### src/rtl/xseq_pkg.sv
package xseq_pkg;

    typedef enum logic [1:0] {
        ST_OFF   = 2'd0,
        ST_RUN   = 2'd1,
        ST_SPENT = 2'd2
    } xseq_state_e;

    typedef enum logic [1:0] {
        OP_HOLD = 2'd0,
        OP_LOAD = 2'd1,
        OP_STEP = 2'd2,
        OP_WRAP = 2'd3
    } cnt_op_e;

    localparam int EV_HALF = 0;
    localparam int EV_DONE = 1;
    localparam int EV_ERR  = 2;
    localparam int EV_N    = 3;

endpackage

### src/rtl/xseq_counter.sv
module xseq_counter
    import xseq_pkg::*;
#(
    parameter int CNT_W = 16
) (
    input  logic             clk,
    input  logic             rst_n,
    input  cnt_op_e          op,
    input  logic [CNT_W-1:0] wdata,
    output logic [CNT_W-1:0] live,
    output logic             is_zero,
    output logic             is_last,
    output logic             half_cross
);
    localparam logic [CNT_W-1:0] ONE = {{(CNT_W-1){1'b0}}, 1'b1};

    logic [CNT_W-1:0] live_q;
    logic [CNT_W-1:0] prog_q;
    logic [CNT_W-1:0] after_step;
    logic [CNT_W-1:0] half_mark;

    always_ff @(posedge clk) begin
        if (!rst_n) begin
            live_q <= '0;
            prog_q <= '0;
        end else begin
            unique case (op)
                OP_LOAD: begin
                    live_q <= wdata;
                    prog_q <= wdata;
                end
                OP_STEP: live_q <= after_step;
                OP_WRAP: live_q <= prog_q;
                default: live_q <= live_q;
            endcase
        end
    end

    // Value the live count passes through on this transfer, and the midpoint
    always_comb begin
        after_step = live_q - ONE;
        half_mark  = prog_q >> 1;
        half_cross = (after_step == half_mark);
        is_zero    = (live_q == '0);
        is_last    = (live_q == ONE);
    end

    assign live = live_q;

endmodule

### src/rtl/xseq_fsm.sv
module xseq_fsm
    import xseq_pkg::*;
(
    input  logic        clk,
    input  logic        rst_n,
    input  logic        ctl_we,
    input  logic        ctl_enable,
    input  logic        ctl_circular,
    input  logic        cnt_we,
    input  logic        wdata_zero,
    input  logic        cnt_zero,
    input  logic        cnt_last,
    input  logic        xfer_done,
    input  logic        xfer_err,
    output xseq_state_e state,
    output logic        circ,
    output cnt_op_e     op,
    output logic        take_xfer,
    output logic        fire_done,
    output logic        fire_err
);
    xseq_state_e state_q, state_d;
    logic        circ_q;
    logic        start_zero;
    logic        sw_disable;
    logic        sw_enable;

    always_comb begin
        start_zero = cnt_we ? wdata_zero : cnt_zero;
        sw_disable = ctl_we && !ctl_enable;
        sw_enable  = ctl_we && ctl_enable;
    end

    // State register
    always_ff @(posedge clk) begin
        if (!rst_n) state_q <= ST_OFF;
        else        state_q <= state_d;
    end

    // Mode bit: only taken while the channel is off
    always_ff @(posedge clk) begin
        if (!rst_n)                          circ_q <= 1'b0;
        else if (state_q == ST_OFF && ctl_we) circ_q <= ctl_circular;
    end

    // Next-state logic
    always_comb begin
        state_d = state_q;
        unique case (state_q)
            ST_OFF: begin
                if (sw_enable) state_d = start_zero ? ST_SPENT : ST_RUN;
            end
            ST_RUN: begin
                if (xfer_err)                             state_d = ST_OFF;
                else if (sw_disable)                      state_d = ST_OFF;
                else if (xfer_done && cnt_last && !circ_q) state_d = ST_SPENT;
            end
            ST_SPENT: begin
                if (sw_disable) state_d = ST_OFF;
            end
            default: state_d = ST_OFF;
        endcase
    end

    // Output logic
    always_comb begin
        op        = OP_HOLD;
        take_xfer = 1'b0;
        fire_err  = 1'b0;
        unique case (state_q)
            ST_OFF: begin
                if (cnt_we) op = OP_LOAD;
            end
            ST_RUN: begin
                if (xfer_err) begin
                    fire_err = 1'b1;
                end else if (!sw_disable && xfer_done) begin
                    take_xfer = 1'b1;
                    op        = (cnt_last && circ_q) ? OP_WRAP : OP_STEP;
                end
            end
            ST_SPENT: op = OP_HOLD;
            default:  op = OP_HOLD;
        endcase
        fire_done = take_xfer && cnt_last;
    end

    assign state = state_q;
    assign circ  = circ_q;

endmodule

### src/rtl/xseq_events.sv
module xseq_events
    import xseq_pkg::*;
(
    input  logic            clk,
    input  logic            rst_n,
    input  logic [EV_N-1:0] fire,
    output logic [EV_N-1:0] pulse
);
    for (genvar g = 0; g < EV_N; g++) begin : g_ev
        logic ev_q;
        always_ff @(posedge clk) begin
            if (!rst_n) ev_q <= 1'b0;
            else        ev_q <= fire[g];
        end
        assign pulse[g] = ev_q;
    end

endmodule

### src/rtl/xfer_seq_counter.sv
module xfer_seq_counter
    import xseq_pkg::*;
#(
    parameter int CNT_W = 16
) (
    input  logic             clk,
    input  logic             rst_n,
    input  logic             ctl_we,
    input  logic             ctl_enable,
    input  logic             ctl_circular,
    input  logic             cnt_we,
    input  logic [CNT_W-1:0] cnt_wdata,
    input  logic             xfer_done,
    input  logic             xfer_err,
    output logic [CNT_W-1:0] remaining,
    output logic             enabled,
    output logic             circular,
    output logic             ev_half,
    output logic             ev_done,
    output logic             ev_err
);
    xseq_state_e     state;
    cnt_op_e         op;
    logic            cnt_zero;
    logic            cnt_last;
    logic            half_cross;
    logic            take_xfer;
    logic            fire_done;
    logic            fire_err;
    logic [EV_N-1:0] fire;
    logic [EV_N-1:0] pulse;

    xseq_fsm u_fsm (
        .clk          (clk),
        .rst_n        (rst_n),
        .ctl_we       (ctl_we),
        .ctl_enable   (ctl_enable),
        .ctl_circular (ctl_circular),
        .cnt_we       (cnt_we),
        .wdata_zero   (cnt_wdata == '0),
        .cnt_zero     (cnt_zero),
        .cnt_last     (cnt_last),
        .xfer_done    (xfer_done),
        .xfer_err     (xfer_err),
        .state        (state),
        .circ         (circular),
        .op           (op),
        .take_xfer    (take_xfer),
        .fire_done    (fire_done),
        .fire_err     (fire_err)
    );

    xseq_counter #(.CNT_W(CNT_W)) u_cnt (
        .clk        (clk),
        .rst_n      (rst_n),
        .op         (op),
        .wdata      (cnt_wdata),
        .live       (remaining),
        .is_zero    (cnt_zero),
        .is_last    (cnt_last),
        .half_cross (half_cross)
    );

    always_comb begin
        fire          = '0;
        fire[EV_HALF] = take_xfer && half_cross;
        fire[EV_DONE] = fire_done;
        fire[EV_ERR]  = fire_err;
    end

    xseq_events u_ev (
        .clk   (clk),
        .rst_n (rst_n),
        .fire  (fire),
        .pulse (pulse)
    );

    assign enabled = (state != ST_OFF);
    assign ev_half = pulse[EV_HALF];
    assign ev_done = pulse[EV_DONE];
    assign ev_err  = pulse[EV_ERR];

endmodule

### config.mk
export PLATFORM = sky130hd
export DESIGN_NAME = xfer_seq_counter
export DESIGN_NICKNAME = d
export VERILOG_FILES = /design/src/rtl/xseq_pkg.sv /design/src/rtl/xseq_counter.sv /design/src/rtl/xseq_fsm.sv /design/src/rtl/xseq_events.sv /design/src/rtl/xfer_seq_counter.sv
export SDC_FILE = /design/constraint.sdc
export NUM_CORES = 1
export LEC_CHECK = 0
export ABC_AREA = 1
export BUFFER_PORTS_ARGS = -buffer_cell sky130_fd_sc_hd__clkbuf_2
export CORE_ASPECT_RATIO = 0.6
export CORE_MARGIN = 2
export CORE_UTILIZATION = 40
export DETAILED_ROUTE_END_ITERATION = 10
export PLACE_DENSITY = 0.56
export SYNTH_ARGS = -nofsm -noshare
export SYNTH_HDL_FRONTEND = slang
export SYNTH_HIERARCHICAL = 1
export SYNTH_SLANG_ARGS = --single-unit
### constraint.sdc
create_clock -name clk -period 2.5 [get_ports clk]
set_input_delay 0.375 -clock clk [delete_from_list [all_inputs] [get_ports clk]]
set_output_delay 0.375 -clock clk [all_outputs]
set_load 0.1 [all_outputs]
==> results.yml <==
grt:
  grt_antenna_before_repair: 0
  grt_first_pass_wirelength_um: 13800
  grt_start_max_net_pins: 34
  global_route.usage.total_pct: 25.4
  number_of_global_route_vias_before_repair: 2693
  grt-ovfl-total: 0
sta:
  finalSetupTns_ns: 0
  max_slew.worst_pin.slew_ns: 0.783
  final-hold-violation-count: 0
  setup_repair_after_global_routing_missed_its_margin: "no"
  final.setup_skew_ns: 0.0108
  timing.final.ws_setup_ns: 0.202
  min_period_over_period_pct: 91.9
  fmax_mhz: 435
  slew_violations: 0
  worst_slew_margin_pct: 47.7
  period_needed_ns: 2.30
  setup_viol: 0
synth:
  synth-main-ff-cell: "sky130_fd_sc_hd__dfxtp_1"
  syn_inst: 421
  yosysTopAreaCellShare_pct: 29.0
  syn_area_um2: 2620
  post_synth_mux_area_share_pct: 0
  synth_seq_area_share_pct: 29.0
  synth.net_count: 447
  synth_top_family_by_area: "simple AND/OR/NAND/NOR gates"
  postSynthRegisterBits: 38
  synthAdderAreaFrac_pct: 0.955
  netlist.top_cell.by_area: "sky130_fd_sc_hd__dfxtp_1"
  yosys_warnings: 6
  syn-mean-instance-area_um2: 6.23
  edff_count_synth: 0
  synth.area.top_cells: "sky130_fd_sc_hd__dfxtp_1, sky130_fd_sc_hd__nand2_1, sky130_fd_sc_hd__inv_1, sky130_fd_sc_hd__o21ai_0, sky130_fd_sc_hd__nand3_1"
  synth_xor_xnor_area_share_pct: 2.72
  synth_cell_types: 33
  synth_simple_gate_area_share_pct: 38.0
  synth_compound_gate_area_share_pct: 17.8
  asyncSetResetFlopFracSynth_pct: 0
die:
  chipHeight_um: 66.7
  placement_rows: 22
  ioPinCount: 45
  initial_utilization_pct: 42.1
  full_die_area_um2: 7240
  die_w_um: 109
  fp.coreArea_um2: 6220
power_and_ir_drop:
  power_frac_clock_pct: 9.3
  power.leakage_uw: 0.00154
  power.switching_uw: 2680
  sequentialPowerShare_pct: 22.1
  power_per_cell_area_nw_per_um2: 1440
  power.internal_uw: 1940
  power.switching_fraction_pct: 58.1
  power.share.combinational_pct: 68.6
  max-vdd-ir-drop_mv: 0.762
layout:
  multiInputGateArea_um2: 1580
  commonest_non_fill_non_tap_cells_in_the_layout: "sky130_fd_sc_hd__nand2_1, sky130_fd_sc_hd__inv_1, sky130_fd_sc_hd__clkbuf_2, sky130_fd_sc_hd__nor2_1, sky130_fd_sc_hd__o21ai_0"
  antenna-diode-count: 0
  nFillCells: 690
  design_area_um2: 3200
  drive_above_1_share_pct: 25.1
  area_growth_pct: 22.2
  mostFrequentLayoutCell: "sky130_fd_sc_hd__nand2_1"
  final_instance_count_excl_fillers: 566
  layout.nets: 507
  area.sequential_um2: 792
clock_tree:
  post_cts.repair.setup_buffers: 0
  cts.sinks: 38
  cts-hold-fix-buffers: 0
  clock_tree.root_cell: "sky130_fd_sc_hd__clkbuf_8"
  clock_tree.buffer_depth: 2
  clk_pin_slew_ns: 0.08
  cts-buffers-inserted: 5
  insertion_delay_ns: 0.29
  cts_max_level: 2
  cts_tree: "yes"
worst_setup_path:
  worst-endpoint-arrival_ns: 2.46
  timing.critical_path.required_ns: 2.66
  slowest_stage: "sky130_fd_sc_hd__a221oi_1"
  ff2ff_setup_slack_ns: 0.20
  r2r_end: "u_cnt/live[15]"
  critical_path.endpoint_type: "flop"
  timing.critical_path.slowest_cell_delay_ns: 0.49
  timing.critical_path.fanout_max: 10
  rr_startpoint: "u_cnt/live[4]"
  r2r_cells: 12
  cp-start-kind: "flop"
  worst-setup-path-type: "flop to flop"
  worstPathCellList: "nor2_1 > nand2_1 > inv_1 > nand3_1 > nor3b_2 > inv_1 > nor3_2 > nand2_1 > nand2_2 > nor2_2 > a221oi_1 > a21oi_1"
flow_run:
  cap_violations: 0
drt:
  post_drt_via_cell_ratio: 5.21
  drt_pass_1_iters: 5
  drt_first_iter_violations: 226
  drt_drc_violations_left: 0
  wl_per_cell_um: 14.8
  route.antenna.remaining_nets: 0
  num_vias: 2947
  postRouteWirelength_um: 8390
min_path:
  hold_path.class: "primary input to flop"
  min_from: "cnt_wdata[2]"
  hold_path_end: "u_cnt/prog_q[2]"
  worstHoldPathCells: 3
placed_design:
  place_ws_ns: 0.00767
  portBuffers: 44
  post-place-cells: 558
  place.gp.congestion: 0.878
  place.detailed.hpwl_um: 6490
  placed_area_um2: 3100
status:
  outcome: "completed"
critical path, delay by kind of cell, from the launching register on:
| family | cells | cell delay [ns] |
|---|---|---|
| buffers and inverters | 2 | 0.16 |
| and+or+nand+nor | 8 | 1.03 |
| DFF | 1 | 0.35 |
| AOI/OAI and AO/OA | 2 | 0.63 |
sequential cells by signal (all words and copies together) (netlist names):
name,flops
u_ev/g_ev.ev_q,3
u_fsm/state,2
u_cnt/live,16
u_fsm/circ,1
u_cnt/prog_q,16
cell usage after synthesis (2+ instances only):
library cell and number:
sky130_fd_sc_hd__clkbuf_1 7, sky130_fd_sc_hd__nor2_2 6, sky130_fd_sc_hd__buf_2 3, sky130_fd_sc_hd__nand3_2 4, sky130_fd_sc_hd__o21ai_0 37, sky130_fd_sc_hd__buf_4 3
sky130_fd_sc_hd__nand3_1 33, sky130_fd_sc_hd__a221oi_1 9, sky130_fd_sc_hd__nor2_1 43, sky130_fd_sc_hd__a21oi_1 24, sky130_fd_sc_hd__nand2_1 114, sky130_fd_sc_hd__dfxtp_1 38
sky130_fd_sc_hd__ha_1 2, sky130_fd_sc_hd__inv_2 4, sky130_fd_sc_hd__a41oi_1 7, sky130_fd_sc_hd__nor2_4 2, sky130_fd_sc_hd__xnor2_1 2, sky130_fd_sc_hd__and2_1 3
sky130_fd_sc_hd__nand2_2 7, sky130_fd_sc_hd__xnor3_1 2, sky130_fd_sc_hd__inv_1 59
how the worst max path moves through the flow:
stage / from / to / cells past startpoint
floorplan: u_cnt/live[15] / u_cnt/prog_q[0] / 13
global placement: u_cnt/live[6] / u_cnt/live[10] / 14
detailed placement: u_cnt/live[6] / u_cnt/live[0] / 15
CTS: u_cnt/live[9] / u_cnt/live[1] / 10
global route: u_cnt/live[4] / u_cnt/live[1] / 15
finish: u_cnt/live[4] / u_cnt/live[15] / 12
cell type report:
class / instances / share of cell area [%]
repair buffers: 66 / 12.8
flip-flops and latches: 38 / 24.7
clock buffers: 8 / 2.50
well taps: 84 / 3.28
inverters: 63 / 7.50
multi-input cells: 307 / 49.2
stage by stage:
step                utilization (%)  hold WS, ns  total power [uW]
global placement               49.9        0.443              4140
floorplan                         -        0.425              3350
detailed placement             49.9        0.442              4150
finish                         51.5        0.349              4620
CTS                            51.3        0.348              4580
global route                   51.5        0.344              5000
what timing repair did:
| action | 4_1_cts | 5_1_grt |
|---|---|---|
| hold endpoints to repair | 0 | 0 |
| pin swaps | 0 | 2 |
| resized for setup | 1 | 8 |
| setup endpoints to repair | 1 | 29 |
metal layers:
layer	track usage, %	up-vias	part of all wire, %
met3	5.09	5	8.0
met2	35.5	117	37
li1	-	1482	-
met4	4.65	0	0.51
met1	39.7	1343	55
met5	0	-	0
logic make-up after synthesis:
family | count (synthesis)
adders and majority gates | 2
xor gates and xnor gates | 5
and+or+nand+nor | 220
buffers and inverters | 76
AOI/OAI and AO/OA | 80
DFF | 38
power groups by stage:
| stage | clock network (uW) | registers (uW) | logic (uW) |
|---|---|---|---|
| 4_1_cts | 434 | 1010 | 3140 |
| 3_5_place_dp | 0 | 1020 | 3120 |
| 6_report | 428 | 1020 | 3170 |
| 2_1_floorplan | 0 | 1740 | 1610 |
| 3_3_place_gp | 0 | 1020 | 3120 |
| 5_1_grt | 471 | 1050 | 3480 |
Note: power is estimated with default switching activity, not from simulation.
